**src/rtl/xdb_pkg.sv**
```systemverilog
package xdb_pkg;
  typedef enum logic [1:0] {
    OP_RAISE = 2'd0,
    OP_PEEK  = 2'd1,
    OP_WHO   = 2'd2,
    OP_CLEAR = 2'd3
  } xdb_op_e;
endpackage

```
**src/rtl/xdb_cmd_decode.sv**
```systemverilog
module xdb_cmd_decode #(
  parameter int N  = 4,
  parameter int IW = 2
) (
  input  logic          valid,
  input  logic [1:0]    op,
  input  logic [IW-1:0] idx,
  input  logic [IW-1:0] src,
  output logic [N*N-1:0] set_m,
  output logic [N*N-1:0] clr_m
);
  import xdb_pkg::*;

  // bit r*N+s : receiver r, sender s
  always_comb begin
    set_m = '0;
    clr_m = '0;
    for (int r = 0; r < N; r++) begin
      for (int s = 0; s < N; s++) begin
        if (valid && xdb_op_e'(op) == OP_RAISE && idx == IW'(r) &&
            src == IW'(s) && r != s)
          set_m[r*N+s] = 1'b1;
        if (valid && xdb_op_e'(op) == OP_CLEAR && src == IW'(r) &&
            idx == IW'(s))
          clr_m[r*N+s] = 1'b1;
      end
    end
  end
endmodule

```
**src/rtl/xdb_pend_matrix.sv**
```systemverilog
module xdb_pend_matrix #(
  parameter int N  = 4,
  parameter int NP = 2
) (
  input  logic              clk,
  input  logic              rst,
  input  logic [NP*N*N-1:0] set_all,
  input  logic [NP*N*N-1:0] clr_all,
  output logic [N*N-1:0]    pend_q,
  output logic [N-1:0]      irq
);
  logic [N*N-1:0] set_or, clr_or;

  always_comb begin
    set_or = '0;
    clr_or = '0;
    for (int p = 0; p < NP; p++) begin
      set_or |= set_all[p*N*N +: N*N];
      clr_or |= clr_all[p*N*N +: N*N];
    end
  end

  // raise takes priority over clear on the same bit
  always_ff @(posedge clk) begin
    if (rst) pend_q <= '0;
    else     pend_q <= (pend_q & ~clr_or) | set_or;
  end

  always_comb begin
    for (int r = 0; r < N; r++) irq[r] = |pend_q[r*N +: N];
  end
endmodule

```
**src/rtl/xdb_readback.sv**
```systemverilog
module xdb_readback #(
  parameter int N  = 4,
  parameter int IW = 2
) (
  input  logic           clk,
  input  logic           rst,
  input  logic           valid,
  input  logic [1:0]     op,
  input  logic [IW-1:0]  idx,
  input  logic [IW-1:0]  src,
  input  logic [N*N-1:0] pend,
  output logic [N-1:0]   rdata
);
  import xdb_pkg::*;

  logic [N-1:0] row_idx, row_src;

  always_comb begin
    row_idx = '0;
    row_src = '0;
    for (int r = 0; r < N; r++) begin
      if (idx == IW'(r)) row_idx = pend[r*N +: N];
      if (src == IW'(r)) row_src = pend[r*N +: N];
    end
  end

  always_ff @(posedge clk) begin
    if (rst) begin
      rdata <= '0;
    end else if (valid && xdb_op_e'(op) == OP_PEEK) begin
      rdata <= '0;
      rdata[0] <= |row_idx;
    end else if (valid && xdb_op_e'(op) == OP_WHO) begin
      rdata <= row_src;
    end
  end
endmodule

```
**src/rtl/xcore_doorbell.sv**
```systemverilog
module xcore_doorbell #(
  parameter int N  = 4,
  parameter int NP = 2,
  parameter int IW = (N > 1) ? $clog2(N) : 1
) (
  input  logic             clk,
  input  logic             rst,
  input  logic [NP-1:0]    cmd_valid,
  input  logic [2*NP-1:0]  cmd_op,
  input  logic [IW*NP-1:0] cmd_idx,
  input  logic [IW*NP-1:0] cmd_src,
  output logic [N*NP-1:0]  rdata,
  output logic [N-1:0]     irq_out
);
  localparam int MB = N * N;

  logic [NP*MB-1:0] set_all, clr_all;
  logic [MB-1:0]    pend_q;

  for (genvar p = 0; p < NP; p++) begin : g_port
    xdb_cmd_decode #(.N(N), .IW(IW)) u_dec (
      .valid (cmd_valid[p]),
      .op    (cmd_op[2*p +: 2]),
      .idx   (cmd_idx[IW*p +: IW]),
      .src   (cmd_src[IW*p +: IW]),
      .set_m (set_all[MB*p +: MB]),
      .clr_m (clr_all[MB*p +: MB])
    );
    xdb_readback #(.N(N), .IW(IW)) u_rb (
      .clk   (clk),
      .rst   (rst),
      .valid (cmd_valid[p]),
      .op    (cmd_op[2*p +: 2]),
      .idx   (cmd_idx[IW*p +: IW]),
      .src   (cmd_src[IW*p +: IW]),
      .pend  (pend_q),
      .rdata (rdata[N*p +: N])
    );
  end

  xdb_pend_matrix #(.N(N), .NP(NP)) u_mat (
    .clk     (clk),
    .rst     (rst),
    .set_all (set_all),
    .clr_all (clr_all),
    .pend_q  (pend_q),
    .irq     (irq_out)
  );
endmodule

```
**config.mk**
```make
export PLATFORM = sky130hd
export DESIGN_NAME = xcore_doorbell
export DESIGN_NICKNAME = d
export VERILOG_FILES = /design/src/rtl/xdb_pkg.sv /design/src/rtl/xdb_cmd_decode.sv /design/src/rtl/xdb_pend_matrix.sv /design/src/rtl/xdb_readback.sv /design/src/rtl/xcore_doorbell.sv
export SDC_FILE = /design/constraint.sdc
export NUM_CORES = 1
export LEC_CHECK = 0
export BUFFER_PORTS_ARGS = -buffer_cell sky130_fd_sc_hd__buf_2
export CORE_MARGIN = 10
export CORE_UTILIZATION = 35
export CTS_CLUSTER_DIAMETER = 200
export DETAILED_ROUTE_END_ITERATION = 7
export GPL_TIMING_DRIVEN = 0
export SYNTH_ARGS = -nofsm -noshare
export SYNTH_HDL_FRONTEND = slang
export SYNTH_SLANG_ARGS = --single-unit
export TNS_END_PERCENT = 100
```
**constraint.sdc**
```tcl
create_clock -name clk -period 1.8 [get_ports clk]
set_input_delay 0.36 -clock clk [delete_from_list [all_inputs] [get_ports clk]]
set_output_delay 0.36 -clock clk [all_outputs]
set_load 0.005 [all_outputs]
```
**Yosys cells after proc, flatten, opt, wreduce, memory -nomap -nowiden**

Cells that the tools add are included.

- Add/sub/neg operators: 0
- Multiply operators: 0
- Div/mod/pow operators: 0
- $lt $le $gt $ge: 0
- Eq/ne operators: 18
- Shift operators: 0
- Multiplexer cells: 76
- Bitwise gates (word level): 5
- Reduce and logical (&&, ||, !) cells: 96

Operator list:

| cell | number |
|---|---|
| $logic_and 1x1->1 | 80 |
| $mux 4 | 16 |
| $mux 1 | 60 |
| $or 16x16->16 | 2 |
| $eq 2x2->1 const B | 12 |
| $reduce_or 4->1 | 6 |
| $and 16x16->16 | 1 |
| $not 16->16 | 1 |
| $or 15x15->15 | 1 |
| $eq 2x1->1 const B | 6 |
| $logic_not 2->1 | 6 |
| $reduce_bool 2->1 | 2 |
| $reduce_or 2->1 | 2 |

- Register bits: 24
- Latch bits: 0
- RAM bits: 0
- ROM bits: 0
- Memories kept: 0

**Depth between registers and ports, before layout**

Gate-level depths: netlist of run 1.

- Word-level depth: 9
- Gate-level depth with buffers: 5

**Hierarchy**

Synthesis of run 1 repeated with hierarchy kept, for this count alone.

- Cells, all modules: 246
- Area total of the unflattened synthesis: 1,904.3 µm²

Modules (own cells, without submodules):

| module | times used | cells an instance | area each (µm²) | sequential area each (µm²) |
|---|---|---|---|---|
| xdb_readback | 2 | 41 | 367.9 | 80.1 |
| xdb_pend_matrix | 1 | 70 | 640.6 | 320.3 |
| xdb_cmd_decode | 2 | 47 | 264.0 | 0.0 |

**Least setup slack after synthesis of run 1**

OpenSTA, ideal clock, no wires.

- Path type: flip-flop to flip-flop
- Start: register u_mat.pend_q[14]
- End: register g_port[0].u_rb.rdata[0]
- Library setup time: 114 ps
- Arrival: 1,479 ps
- Data required time: 1,686 ps
- Slack: 207 ps
- Stages on the path, launching flop included: 4
- Period minus slack after synthesis: 1,593 ps
- Cell sequence: dfxtp_1 > or4_4 > mux4_2 > a21o_1

- Word-level cells in the longest chain between the ends: 3

RTL lines:

| what | line | source |
|---|---|---|
| start: declaration | xdb_pend_matrix.sv:9 | `output logic [N*N-1:0] pend_q,` |
| start signal: assignment | xdb_pend_matrix.sv:26 | `else pend_q <= (pend_q & ~clr_or) \| set_or;` |
| $mux 4 | xdb_readback.sv:22 | `if (idx == IW'(r)) row_idx = pend[r*N +: N];` |
| $reduce_or 4->1 | xdb_readback.sv:32 | `rdata[0] <= \|row_idx;` |
| $mux 1 | xdb_readback.sv:30 | `end else if (valid && xdb_op_e'(op) == OP_PEEK) begin` |
| end signal: assignment | xdb_readback.sv:32 |  |
| end signal: assignment | xdb_readback.sv:34 | `rdata <= row_src;` |
| end: declaration | xdb_readback.sv:12 | `output logic [N-1:0] rdata` |

Every way passes these cells.
A chain may end at the register's enable or synchronous reset.

**Final worst setup path of run 1**

- Start: register u_mat.pend_q[5]
- End: output irq_out[1]

- Word-level cells in the longest chain between the ends: 1

RTL lines:

| what | line | source |
|---|---|---|
| $reduce_or 4->1 | xdb_pend_matrix.sv:30 | `for (int r = 0; r < N; r++) irq[r] = \|pend_q[r*N +: N];` |
| end: declaration | xcore_doorbell.sv:13 | `output logic [N-1:0] irq_out` |

Every way passes these cells.

==> key figures, run 1 <==
Clock tree
  – H-tree Lvls: 1
  – # hold bufs at CTS: 0
  – Setup Buffers After CTS: 0
  – Clock buffer depth: 2
  – CTS buffer count: 3
  – CTS sink cnt: 24
  – CTS tree: built
  – Clock Latency Late Sink: around 0.27 ns
  – CTS Root Cell: clkbuf_8
  – CTS clk-pin slew, worst paths: ~0.080 ns
  – CTS resizes: 0

Critical path
  – Kind of critical path: register to primary output
  – Critical R2R Launch: u_mat.pend_q[14]
  – R2R Setup Slk: 0.12 ns
  – Worst EP arrival: between 1 and 1.5 ns
  – Startpoint types: register
  – Crit end category: primary output
  – Worst reg-to-reg path cell count: 3
  – WP data required: roughly 1.4 ns
  – Critical Path Start: u_mat.pend_q[5]
  – Crit-path max FO: 4

Routing
  – Routed WL: around 5 mm
  – Vias/cell: about 6.5
  – Antenna Nets Post-Route: 0
  – Drt pass-1 iters: 5
  – Post-route DRC: 0
  – First DRT Iteration DRCs: 230
  – Per-cell routed wire length: 19.9 µm
  – Vias post-DR: around 1600

Worst hold path
  – Min-delay src: cmd_op[0]
  – Hold depth: 2
  – HP Class: primary input to register

Logic synthesis
  – Yosys top cell by area: dfxtp_1
  – Synth Area per Inst: 9.13 µm²
  – EDFF count, synth: 0
  – Mapped Cells: around 170
  – Post-Syn Nets: 189
  – Post-synth top area share: ~30%
  – Most instantiated cells after synthesis: dfxtp_1 (24), nand2_1 (19), a21oi_1 (12), o221ai_1 (12), nor2_1 (10)
  – Yosys cell types: 31
  – Area contributors post-synth: dfxtp_1 (30%), mux4_2 (11%), o221ai_1 (6.7%)
  – Post-synth ARST share: 0%
  – Ys flop type: dfxtp_1
  – Yosys Warn Count: 0
  – Synth Cell Area: between 1500 and 2000 µm²
  – Synth Register Bits: 24
  – Cell with the most instances after synthesis: dfxtp_1
  – Post-synthesis sequential area ratio: a little under a third

Place
  – IO buf count: 20
  – Post-DP HPWL: 3.79 mm
  – Gpl congestion: roughly 0.94
  – Placed Cells: about 250

Global routing
  – Initial antenna violation count: 0
  – Vias in the first global route: ~1600
  – Total grt overflow: 0
  – Largest net degree at the start of global routing: 13
  – First-pass GRT wire length: 8.00 mm
  – Tot GR Track Use: ~13%

Die
  – Rows: 24
  – I/O Pins: 28
  – Core Box Area: 4350 µm²
  – Starting Density: between 30 and 40%
  – Die area: about 7600 µm²
  – Die width: slightly below 90 µm
  – Chip height: roughly 87 µm

Run status
  – Status: completed

Layout
  – Finished Layout Cells: 248
  – Nets@finish: around 210
  – Layout Area Growth over Synthesis: 13.1%
  – Fillers: around 470
  – Number of diodes: 0
  – Share of post-route cells with drive strength above 1: between 20% and 30%

STA
  – Final Hold Fails: 0
  – Hold_ws: 0.312 ns
  – Worst-margin pin slew: 0.540 ns
  – RSZ-0062 raised after global routing: no
  – Final Critical Period: 1.69 ns
  – Pins Over Slew Limit: 0
  – Setup Skew: 0.00145 ns
  – Slew headroom: 64.0%
  – Final setup violation count: 0
  – Setup TNS: 0 ns
  – Crit share post-route: a little over nine tenths
  – Fmax: 0.592 GHz

Pwr
  – Worst VDD drop: 0.277 mV
  – Pleak: between 0.6 and 0.7 nW
  – Pwr dens: 575 nW/µm²
  – Power after layout: between 1 and 1.5 mW

Flow run
  – MaxCap Viol Count: 0
-- final timing paths --
check / to
max: irq_out[1]
min: g_port[0].u_rb.rdata[2]
max reg2reg: g_port[0].u_rb.rdata[0]
min reg2reg: g_port[0].u_rb.rdata[2]
-- metal layers --
metal  GRT usage (%)  wire, µm  vias up
li1                -         -      738
met1            16.2      1960      765
met2            21.4      2330      100
met3            2.81       582       11
met4            4.49        82        0
met5               0         0        -
-- per-stage QoR --
step | area (µm²) | utilization (%) | setup WS (ns)
5_1_grt | 1790 | 41.0 | 0.0731
2_1_floorplan | 1580 | - | 0.207
4_1_cts | 1790 | 41.0 | 0.106
3_3_place_gp | 1750 | 40.1 | 0.128
6_report | 1790 | 41.0 | 0.111
3_5_place_dp | 1750 | 40.1 | 0.117
-- kinds of logic after synthesis --
family,count (synthesis),share of synthesized area [%]
simple gates,63,21.5
compound gates,60,26.8
flops,24,30.4
buf+inv,16,6.49
mux,10,14.7
-- sequential cells by signal, indices dropped and copies added, names as in the netlist --
| name | flops |
|---|---|
| u_mat.pend_q | 16 |
| g_port.u_rb.rdata | 8 |
-- where the power goes --
part / total (mW) / internal [mW] / switching (mW) / leakage, nW
Clock: 0.321 / 0.150 / 0.172 / 0.0216
Sequential: 0.540 / 0.535 / 0.00521 / 0.193
Combinational: 0.166 / 0.0615 / 0.105 / 0.420
-- final cells by class --
class	instances	area, µm²	share of cell area (%)
flip-flops and latches	24	480	26.9
plain buffers	11	83.8	4.69
multi-input cells	133	997	55.8
repair buffers	20	100	5.60
clock buffers	3	41.3	2.31
inverters	5	18.8	1.05
well taps	52	65.1	3.64
-- critical path, stage by stage (launching register included) --
cell and delay, ns:
dfxtp_1 0.35, or4_4 0.56, buf_2 0.15
-- layout by cell type, fill, tap and decap left out --
master / netlist / layout
dfxtp_1: 24 / 24
buf_2: 3 / 23
nand2_1: 19 / 19
o221ai_1: 12 / 12
a21oi_1: 12 / 12
nor2_1: 10 / 10
a22oi_1: 9 / 9
nand3_1: 9 / 9
mux4_2: 8 / 8
o21ai_0: 8 / 8
a221oi_1: 8 / 8
clkbuf_8: 3 / 6
inv_1: 5 / 5
nand2b_1: 4 / 4
nor2b_1: 4 / 4
o22ai_1: 4 / 4
nor3b_1: 4 / 4
or4_4: 3 / 3
clkbuf_1: 3 / 3
a32oi_1: 3 / 3
or3b_1: 2 / 2
and3_1: 2 / 2
or2_2: 2 / 2
nor4b_1: 2 / 2
o31ai_1: 2 / 2
a21o_1: 2 / 2
mux4_1: 2 / 2
nor4_1: 1 / 1
clkbuf_2: 1 / 1
and2_1: 1 / 1
buf_6: 1 / 1
No activity file was read; power rests on OpenSTA's default activity.
==> inputs of run 2 (changes only) <==
--- a/config.mk
+++ b/config.mk
@@ -11,6 +11,7 @@
 export CTS_CLUSTER_DIAMETER = 200
 export DETAILED_ROUTE_END_ITERATION = 7
 export GPL_TIMING_DRIVEN = 0
+export RECOVER_POWER = 100
 export SYNTH_ARGS = -nofsm -noshare
 export SYNTH_HDL_FRONTEND = slang
 export SYNTH_SLANG_ARGS = --single-unit
==> key figures, run 2 (synthesis results as in run 1) <==
Clock tree
  – Clock buffer depth: 2
  – Setup Buffers After CTS: 0
  – H-tree Lvls: 1
  – Clock Latency Late Sink: about 0.26 ns
  – CTS clk-pin slew, worst paths: ~0.08 ns
  – CTS tree: built
  – CTS resizes: 0
  – # hold bufs at CTS: 0
  – CTS buffer count: 3
  – CTS sink cnt: 24
  – CTS Root Cell: clkbuf_8

Routing
  – Drt pass-1 iters: 4
  – First DRT Iteration DRCs: just over 200
  – Post-route DRC: 0
  – Per-cell routed wire length: around 20 µm
  – Vias post-DR: about 1600
  – Vias/cell: 6.41
  – Routed WL: 4.96 mm
  – Antenna Nets Post-Route: 0

STA
  – Worst-margin pin slew: 0.576 ns
  – Final Critical Period: about 1.7 ns
  – Crit share post-route: between 90% and 100%
  – Hold_ws: 0.317 ns
  – Setup Skew: between 0.001 and 0.0015 ns
  – Slew headroom: between 60% and 70%
  – Final Hold Fails: 0
  – Fmax: 0.583 GHz
  – Final setup violation count: 0
  – Pins Over Slew Limit: 0
  – RSZ-0062 raised after global routing: no
  – Setup TNS: 0 ns

Die
  – Core Box Area: roughly 4400 µm²
  – Starting Density: between 30% and 40%
  – Rows: 24
  – Die width: 87.2 µm
  – Chip height: a little under 90 µm
  – I/O Pins: 28
  – Die area: around 7600 µm²

Layout
  – Number of diodes: 0
  – Layout Area Growth over Synthesis: 11.9%
  – Commonest non-fill, non-tap cell in the layout: dfxtp_1
  – Most flops, register: u_mat.pend_q
  – Final core utilization: slightly above 40%
  – Top flop regs: u_mat.pend_q: 16 flops, g_port.u_rb.rdata: 8 flops
  – Share of post-route cells with drive strength above 1: 15.8%
  – Nets@finish: 214
  – Most frequent cells in the layout: dfxtp_1 (24), nand2_1 (19), clkbuf_1 (15)
  – Max FFs per register: 16

Global routing
  – Vias in the first global route: 1626
  – Layer with the highest usage: met2
  – Largest net degree at the start of global routing: 13
  – First-pass GRT wire length: 8.00 mm
  – Initial antenna violation count: 0
  – M2 GR Usage: between 20% and 30%
  – Tot GR Track Use: 13.0%
  – Met1 Track Usage GR: ~16%
  – GRT met3 Usage: under 10%
  – Total grt overflow: 0

Worst hold path
  – Min-delay src: cmd_op[0]
  – HP Class: primary input to register

Critical path
  – Kind of critical path: register to primary output
  – Worst EP arrival: approximately 1.4 ns
  – Crit end category: primary output
  – Startpoint types: register
  – Critical R2R Launch: u_mat.pend_q[10]
  – Crit-path max FO: 4
  – Critical Path Start: u_mat.pend_q[10]
  – WP data required: 1.44 ns

Run status
  – Status: completed

Pwr
  – Pwr dens: roughly 580 nW/µm²
  – Worst VDD drop: roughly 0.28 mV
  – Pleak: 0.587 nW

Flow run
  – MaxCap Viol Count: 0

Place
  – IO buf count: 20
  – Gpl congestion: between 0.9 and 1
  – Post-DP HPWL: between 3 and 4 mm
## run 2: through the flow
step / cell area [µm²] / worst slack (ns) / power, mW / cells
5_1_grt: 1770 / 0.0410 / 1.07 / 248
3_5_place_dp: 1750 / 0.117 / 0.716 / 245
3_3_place_gp: 1750 / 0.128 / 0.717 / 245
2_1_floorplan: 1580 / 0.207 / 0.660 / 173
4_1_cts: 1790 / 0.106 / 1.03 / 248
6_report: 1770 / 0.0861 / 1.02 / 248
## run 2: power by group
| part | switching [mW] | total, mW | internal [mW] |
|---|---|---|---|
| clock network | 0.167 | 0.316 | 0.150 |
| logic | 0.105 | 0.165 | 0.0596 |
| registers | 0.00512 | 0.540 | 0.535 |
## run 2: final timing paths
check                                                to  slack [ns]  cells past startpoint
worst max-delay path                         irq_out[2]        0.09                      2
worst min-delay path            g_port[0].u_rb.rdata[2]        0.32                      2
worst min register to register  g_port[0].u_rb.rdata[2]        0.49                      2
worst max register to register  g_port[0].u_rb.rdata[0]        0.09                      3
## run 2: worst max-delay path: stages, from the launching register on
cell and delay [ns]:
dfxtp_1 0.34, or4_1 0.58, buf_2 0.16
## run 2: layout make-up
cell class | instances | area, µm²
plain buffers | 11 | 82.6
clock buffers | 3 | 41.3
fillers | 473 | 2590
inverters | 5 | 18.8
multi-input cells | 133 | 993
flip-flops and latches | 24 | 480
well taps | 52 | 65.1
repair buffers | 20 | 86.3
## run 2: routing by layer
layer  up-vias  part of all wire [%]
met5         -                     0
met4         0                   1.1
met3         7                    11
met2        80                    47
met1       763                    40
li1        739                     -
